`config.mk`:
```
export PLATFORM = sky130hd
export DESIGN_NAME = sdf_fft_stage
export DESIGN_NICKNAME = d
export VERILOG_FILES = /design/src/rtl/sdf_fft_pkg.sv /design/src/rtl/sdf_delay_line.sv /design/src/rtl/sdf_butterfly.sv /design/src/rtl/sdf_twiddle_rom.sv /design/src/rtl/sdf_cmult.sv /design/src/rtl/sdf_fft_stage.sv
export SDC_FILE = /design/constraint.sdc
export NUM_CORES = 2
export LEC_CHECK = 0
export ABC_AREA = 0
export BUFFER_PORTS_ARGS = -buffer_cell sky130_fd_sc_hd__buf_2
export CAP_MARGIN = 20
export CORE_MARGIN = 1.5
export CORE_UTILIZATION = 45
export CTS_BUF_LIST = sky130_fd_sc_hd__clkbuf_4
export CTS_CLUSTER_DIAMETER = 40
export CTS_CLUSTER_SIZE = 14
export DETAILED_ROUTE_END_ITERATION = 10
export PLACE_DENSITY = 0.61
export SLEW_MARGIN = 20
export SYNTH_ARGS = -nofsm -noshare
export SYNTH_HDL_FRONTEND = slang
export SYNTH_SLANG_ARGS = --single-unit
```
`constraint.sdc`:
```
create_clock -name clk_i -period 7.2 [get_ports clk_i]
set_input_delay 1.8 -clock clk_i [delete_from_list [all_inputs] [get_ports clk_i]]
set_output_delay 1.8 -clock clk_i [all_outputs]
set_load 0.1 [all_outputs]
```
`src/rtl/sdf_fft_pkg.sv`:
```
package sdf_fft_pkg;

  localparam int unsigned SMP_W = 16;

  typedef logic signed [SMP_W-1:0] smp_t;

  typedef struct packed {
    smp_t re;
    smp_t im;
  } cplx_t;

  // floor((a+b)/2) without loss
  function automatic smp_t half_add(smp_t a, smp_t b);
    logic signed [SMP_W:0] t;
    t = {a[SMP_W-1], a} + {b[SMP_W-1], b};
    return t[SMP_W:1];
  endfunction

  function automatic smp_t half_sub(smp_t a, smp_t b);
    logic signed [SMP_W:0] t;
    t = {a[SMP_W-1], a} - {b[SMP_W-1], b};
    return t[SMP_W:1];
  endfunction

  // Coefficient of exp(-j*2*pi*num/den), scaled by 2^(w-1)-1
  function automatic int tw_q(int num, int den, bit neg_sin, int unsigned w);
    real ang;
    real v;
    ang = 6.283185307179586 * real'(num) / real'(den);
    v = neg_sin ? -$sin(ang) : $cos(ang);
    v = v * real'((1 << (w - 1)) - 1);
    return (v >= 0.0) ? $rtoi(v + 0.5) : -$rtoi(0.5 - v);
  endfunction

endpackage

```
`src/rtl/sdf_delay_line.sv`:
```
module sdf_delay_line
  import sdf_fft_pkg::*;
#(
  parameter int unsigned DEPTH = 8
) (
  input  logic  clk_i,
  input  logic  rst_ni,
  input  logic  shift_i,
  input  cplx_t din_i,
  output cplx_t dout_o
);

  for (genvar i = 0; i < DEPTH; i++) begin : g_tap
    cplx_t q;
    cplx_t nxt;
    if (i == 0) begin : g_head
      assign nxt = din_i;
    end else begin : g_body
      assign nxt = g_tap[i-1].q;
    end
    always_ff @(posedge clk_i or negedge rst_ni) begin
      if (!rst_ni)      q <= '0;
      else if (shift_i) q <= nxt;
    end
  end

  assign dout_o = g_tap[DEPTH-1].q;

endmodule

```
`src/rtl/sdf_butterfly.sv`:
```
module sdf_butterfly
  import sdf_fft_pkg::*;
(
  input  logic  phase_i,
  input  cplx_t fb_i,
  input  cplx_t in_i,
  output cplx_t fwd_o,
  output cplx_t fb_o
);

  cplx_t sum;
  cplx_t dif;

  always_comb begin
    sum.re = half_add(fb_i.re, in_i.re);
    sum.im = half_add(fb_i.im, in_i.im);
    dif.re = half_sub(fb_i.re, in_i.re);
    dif.im = half_sub(fb_i.im, in_i.im);
    if (phase_i) begin
      fwd_o = sum;
      fb_o  = dif;
    end else begin
      fwd_o = fb_i;   // previous period's difference leaves for rotation
      fb_o  = in_i;   // park new sample
    end
  end

endmodule

```
`src/rtl/sdf_twiddle_rom.sv`:
```
module sdf_twiddle_rom
  import sdf_fft_pkg::*;
#(
  parameter int unsigned N_PTS = 16,
  parameter int unsigned STAGE = 0,
  parameter int unsigned TW_W  = 16,
  parameter int unsigned DEPTH = 8,
  parameter int unsigned IDX_W = 3
) (
  input  logic [IDX_W-1:0]       idx_i,
  output logic signed [TW_W-1:0] w_re_o,
  output logic signed [TW_W-1:0] w_im_o
);

  logic signed [TW_W-1:0] cos_tab [DEPTH];
  logic signed [TW_W-1:0] sin_tab [DEPTH];

  for (genvar k = 0; k < DEPTH; k++) begin : g_ent
    localparam int CV = tw_q(k * (1 << STAGE), N_PTS, 1'b0, TW_W);
    localparam int SV = tw_q(k * (1 << STAGE), N_PTS, 1'b1, TW_W);
    assign cos_tab[k] = TW_W'(CV);
    assign sin_tab[k] = TW_W'(SV);
  end

  assign w_re_o = cos_tab[idx_i];
  assign w_im_o = sin_tab[idx_i];

endmodule

```
`src/rtl/sdf_cmult.sv`:
```
module sdf_cmult
  import sdf_fft_pkg::*;
#(
  parameter int unsigned TW_W = 16
) (
  input  logic                   clk_i,
  input  logic                   rst_ni,
  input  logic                   valid_i,
  input  logic                   use_tw_i,
  input  cplx_t                  data_i,
  input  logic signed [TW_W-1:0] w_re_i,
  input  logic signed [TW_W-1:0] w_im_i,
  output logic                   valid_o,
  output cplx_t                  data_o
);

  localparam int unsigned PR_W = SMP_W + TW_W;
  localparam int unsigned SM_W = PR_W + 1;
  localparam int unsigned FR_W = TW_W - 1;

  logic signed [PR_W-1:0] rr_q, ii_q, ri_q, ir_q;
  cplx_t byp_q;
  logic  tw_q;
  logic  vld_q;

  function automatic smp_t narrow(logic signed [SM_W-1:0] v);
    logic signed [SM_W-1:0]  s;
    logic [SM_W-SMP_W:0]     hi;
    s  = v >>> FR_W;
    hi = s[SM_W-1:SMP_W-1];
    if (&hi || ~|hi) return s[SMP_W-1:0];
    return s[SM_W-1] ? {1'b1, {(SMP_W-1){1'b0}}} : {1'b0, {(SMP_W-1){1'b1}}};
  endfunction

  // products registered apart from the final add/shift
  always_ff @(posedge clk_i or negedge rst_ni) begin
    if (!rst_ni) begin
      vld_q <= 1'b0;
      tw_q  <= 1'b0;
      byp_q <= '0;
      rr_q  <= '0;
      ii_q  <= '0;
      ri_q  <= '0;
      ir_q  <= '0;
    end else begin
      vld_q <= valid_i;
      if (valid_i) begin
        tw_q  <= use_tw_i;
        byp_q <= data_i;
        rr_q  <= PR_W'(data_i.re) * PR_W'(w_re_i);
        ii_q  <= PR_W'(data_i.im) * PR_W'(w_im_i);
        ri_q  <= PR_W'(data_i.re) * PR_W'(w_im_i);
        ir_q  <= PR_W'(data_i.im) * PR_W'(w_re_i);
      end
    end
  end

  always_ff @(posedge clk_i or negedge rst_ni) begin
    if (!rst_ni) begin
      valid_o <= 1'b0;
      data_o  <= '0;
    end else begin
      valid_o <= vld_q;
      if (vld_q) begin
        if (tw_q) begin
          data_o.re <= narrow(SM_W'(rr_q) - SM_W'(ii_q));
          data_o.im <= narrow(SM_W'(ri_q) + SM_W'(ir_q));
        end else begin
          data_o <= byp_q;
        end
      end
    end
  end

endmodule

```
`src/rtl/sdf_fft_stage.sv`:
```
module sdf_fft_stage
  import sdf_fft_pkg::*;
#(
  parameter int unsigned N_PTS = 16,
  parameter int unsigned STAGE = 0,
  parameter int unsigned TW_W  = 16
) (
  input  logic             clk_i,
  input  logic             rst_ni,
  input  logic             in_valid_i,
  input  logic [SMP_W-1:0] in_re_i,
  input  logic [SMP_W-1:0] in_im_i,
  output logic             out_valid_o,
  output logic [SMP_W-1:0] out_re_o,
  output logic [SMP_W-1:0] out_im_o
);

  localparam int unsigned DLY   = N_PTS >> (STAGE + 1);
  localparam int unsigned CNT_W = $clog2(2 * DLY);
  localparam int unsigned IDX_W = (DLY > 1) ? $clog2(DLY) : 1;

  logic [CNT_W-1:0] cnt_q;
  logic             primed_q;
  logic             phase;
  logic [IDX_W-1:0] tw_idx;

  cplx_t din, head, fwd, push;

  assign phase   = cnt_q[CNT_W-1];
  assign din.re  = in_re_i;
  assign din.im  = in_im_i;

  if (DLY > 1) begin : g_idx
    assign tw_idx = cnt_q[IDX_W-1:0];
  end else begin : g_idx_one
    assign tw_idx = '0;
  end

  always_ff @(posedge clk_i or negedge rst_ni) begin
    if (!rst_ni) begin
      cnt_q    <= '0;
      primed_q <= 1'b0;
    end else if (in_valid_i) begin
      cnt_q <= cnt_q + CNT_W'(1);
      if (phase) primed_q <= 1'b1;
    end
  end

  sdf_delay_line #(
    .DEPTH (DLY)
  ) u_dly (
    .clk_i   (clk_i),
    .rst_ni  (rst_ni),
    .shift_i (in_valid_i),
    .din_i   (push),
    .dout_o  (head)
  );

  sdf_butterfly u_bfly (
    .phase_i (phase),
    .fb_i    (head),
    .in_i    (din),
    .fwd_o   (fwd),
    .fb_o    (push)
  );

  logic             s1_valid_q;
  logic             s1_tw_q;
  logic [IDX_W-1:0] s1_idx_q;
  cplx_t            s1_data_q;

  // first half of the very first period carries only reset contents
  always_ff @(posedge clk_i or negedge rst_ni) begin
    if (!rst_ni) begin
      s1_valid_q <= 1'b0;
      s1_tw_q    <= 1'b0;
      s1_idx_q   <= '0;
      s1_data_q  <= '0;
    end else begin
      s1_valid_q <= in_valid_i & (primed_q | phase);
      if (in_valid_i) begin
        s1_tw_q   <= ~phase;
        s1_idx_q  <= tw_idx;
        s1_data_q <= fwd;
      end
    end
  end

  logic signed [TW_W-1:0] w_re, w_im;

  sdf_twiddle_rom #(
    .N_PTS (N_PTS),
    .STAGE (STAGE),
    .TW_W  (TW_W),
    .DEPTH (DLY),
    .IDX_W (IDX_W)
  ) u_rom (
    .idx_i  (s1_idx_q),
    .w_re_o (w_re),
    .w_im_o (w_im)
  );

  cplx_t res;

  sdf_cmult #(
    .TW_W (TW_W)
  ) u_mul (
    .clk_i    (clk_i),
    .rst_ni   (rst_ni),
    .valid_i  (s1_valid_q),
    .use_tw_i (s1_tw_q),
    .data_i   (s1_data_q),
    .w_re_i   (w_re),
    .w_im_i   (w_im),
    .valid_o  (out_valid_o),
    .data_o   (res)
  );

  assign out_re_o = res.re;
  assign out_im_o = res.im;

endmodule

```
==> out/qor.csv <==
metric,value,unit
grt_util_met2,0.379,
io_pins,68,
startpoint,s1_idx_q[0],
insertion_delay,1120,ps
grtUsageMet1,0.330,
period_minus_slack,7240,ps
syn_area,60800,sq um
syn_nets,7608,
whs_endpoint,u_dly.g_tap[6].q[4],
use_met3,0.0323,
slew_violations,0,
syn_to_final_growth,13.4,%
crit_slowest_cell,fa_1,
critPathCaptureType,flop,
htree_levels,3,
fillers,12347,
ff2ff_setup_slack,-40,ps
place.gp.congestion,0.932,
die_h,371,um
dp_hpwl,127000,um
viasPerCell,5.08,
synth-edff-count,0,
fin_ws,-41.2,ps
violations,negative setup slack,
drive_gt1_frac,0.193,
synth.avg_cell_area,9.99,sq um
die_w,371,um
wirelength,155000,um
vias,42501,
fin_skew,129,ps
final_cell_mix,"inv_1, fa_1, dfrtp_1",
drt_first_pass_iters,8,
avgRoutedWirePerCell,18.5,um
path_common_cell,fa_1,
dp.cells,8168,
grt_overflow,0,
reg2reg_from,s1_idx_q[0],
hold_viol_final,0,
path_max_fanout,5,
relSlewSlack,0.321,
rows,134,
cp.depth,28,
fmax,0.138,GHz
postPlaceCellArea,66600,sq um
hp-class,reg -> reg,
worst_pin_slew,1010,ps
grt_usage,0.234,
finalSetupViolCount,1,
first_global_vias,44727,
final_area,69000,sq um
cts_sinks,493,
drcViolationCount,0,
start_kind,flop,
holdWs,431,ps
drtIter0Drc,2377,
reg2regPathDepth,28,
final_util,0.515,
cp_slowest_stage_delay,540,ps
clk_pin_slew,120,ps
synth.distinct_cells,69,
start_util,0.455,
critical_path.top_delay_family,adder cells,
drv_cap,0,
synth_flop_cell,dfrtp_1,
status,finished with violations,
synth_cells,6085,
min_from,u_dly.g_tap[5].q[4],
cts_tree,built,
cp.required,8120,ps
min_path_cells,1,
nets,8039,
crit_buf_inv,7,
crit_arrival,8160,ps
portBuffers,67,
synth_warnings,0,
critPathKind,reg -> reg,
instances_no_fill,8363,
fp.coreArea,134000,sq um
ant_nets,0,
cts-buffers-inserted,85,
ys_ff_latch,493,
cts_max_path_buffers,3,
rr_endpoint,u_mul.ir_q[30],
synthArstFlopShare,1.00,
final_common_cell,inv_1,
antenna_found_initial,11,
rsz0062_at_grt,yes,
ys_seq_area_frac,0.203,
grt_pass1_wl,249000,um
grt_max_degree,183,
cts_root_buf,clkbuf_4,
fin_crit_sh,1.01,
dieArea,137000,sq um
top_usage_layer,met2,
==> registers in the layout, summed over array words and instances (netlist names) <==
signal and cells:
cnt_q 4, primed_q 1, s1_data_q 32, s1_idx_q 3, s1_tw_q 1, s1_valid_q 1, u_dly.dout_o 32, u_dly.g_tap.q 224
u_mul.byp_q 32, u_mul.data_o 32, u_mul.ii_q 32, u_mul.ir_q 32, u_mul.ri_q 32, u_mul.rr_q 32, u_mul.tw_q 1, u_mul.valid_o 1
u_mul.vld_q 1
==> final cells by class <==
type	instances	area (sq um)	share of cell area
Multi-Input combinational cell	3981	43200	0.626
Sequential cell	493	12300	0.179
Inverter	1369	5140	0.0746
Timing Repair Buffer	586	4660	0.0676
Tap cell	1768	2210	0.0321
Clock inverter	69	746	0.0108
Clock buffer	90	676	0.00980
Antenna cell	7	17.5	0.000254
==> through the flow <==
| stage | TNS, ps | worst slack [ps] |
|---|---|---|
| floorplan | -6.04 | -6.04 |
| global placement | -244 | -131 |
| detailed placement | -1030 | -281 |
| CTS | -83.6 | -83.6 |
| global route | -3820 | -300 |
| finish | -41.2 | -41.2 |
==> cell families (layout without fill, tap and decap cells) <==
logic type	after synthesis	in the layout	synth area share
XOR/XNOR	225	225	0.0324
adder cells (fa/ha/maj)	1488	1488	0.429
AO/OA/AOI/OAI	672	673	0.0698
multiplexers	395	395	0.0725
flip-flops	493	493	0.203
other	0	7	0
AND/OR/NAND/NOR	1200	1200	0.0940
buffers and inverters	1612	2114	0.0996
==> cells in the mapped netlist (all sizes together), types with 5 or more instances <==
library cell,count,area share
a211o,6,0.00086
a211oi,25,0.0032
a21boi,6,0.00074
a21o,97,0.012
a21oi,229,0.019
a221o,5,0.00082
a221oi,20,0.0029
a31oi,18,0.0019
a41oi,7,0.0011
and2,216,0.022
and3,9,0.00093
buf,22,0.0014
clkbuf,221,0.014
dfrtp,493,0.20
fa,994,0.33
ha,494,0.10
inv,1368,0.084
mux2,360,0.067
mux2i,35,0.0058
nand2,423,0.026
nand2b,53,0.0055
nand3,51,0.0042
nand3b,8,0.00099
nand4,18,0.0019
nor2,261,0.016
nor2b,70,0.0072
nor3,35,0.0029
o211ai,7,0.00086
o21a,25,0.0031
o21ai,136,0.011
o21bai,35,0.0044
o31ai,12,0.0015
o41ai,7,0.0010
or2,35,0.0036
or3,8,0.00082
xnor2,186,0.027
xor2,39,0.0056
==> routing by layer <==
layer  wire length [um]  vias to the layer above
met2              72500                      920
met3               7440                      208
li1                   -                    19742
met5                 47                        -
met4               4140                        6
met1              70400                    21625
==> worst max path at each step <==
| stage | endpoint | slack, ps |
|---|---|---|
| CTS | u_mul.ir_q[30] | -80 |
| detailed placement | u_mul.ir_q[30] | -280 |
| finish | u_mul.ir_q[30] | -40 |
| global route | u_mul.ir_q[30] | -300 |
| global placement | u_mul.ir_q[30] | -130 |
| floorplan | u_mul.ir_q[30] | -6 |
==> what timing repair did <==
action / CTS / global route
endpoints found under the hold margin: 0 / 0
setup endpoints to repair: 17 / 35
pin swaps: 15 / 50
gates resized for setup: 24 / 112
buffers inserted: 6 / 21
hold buffers: 0 / 0
gates cloned: 1 / 3
Power is not shown: default switching activity piles up to over one toggle a cycle in this logic, so the estimate is an artifact.
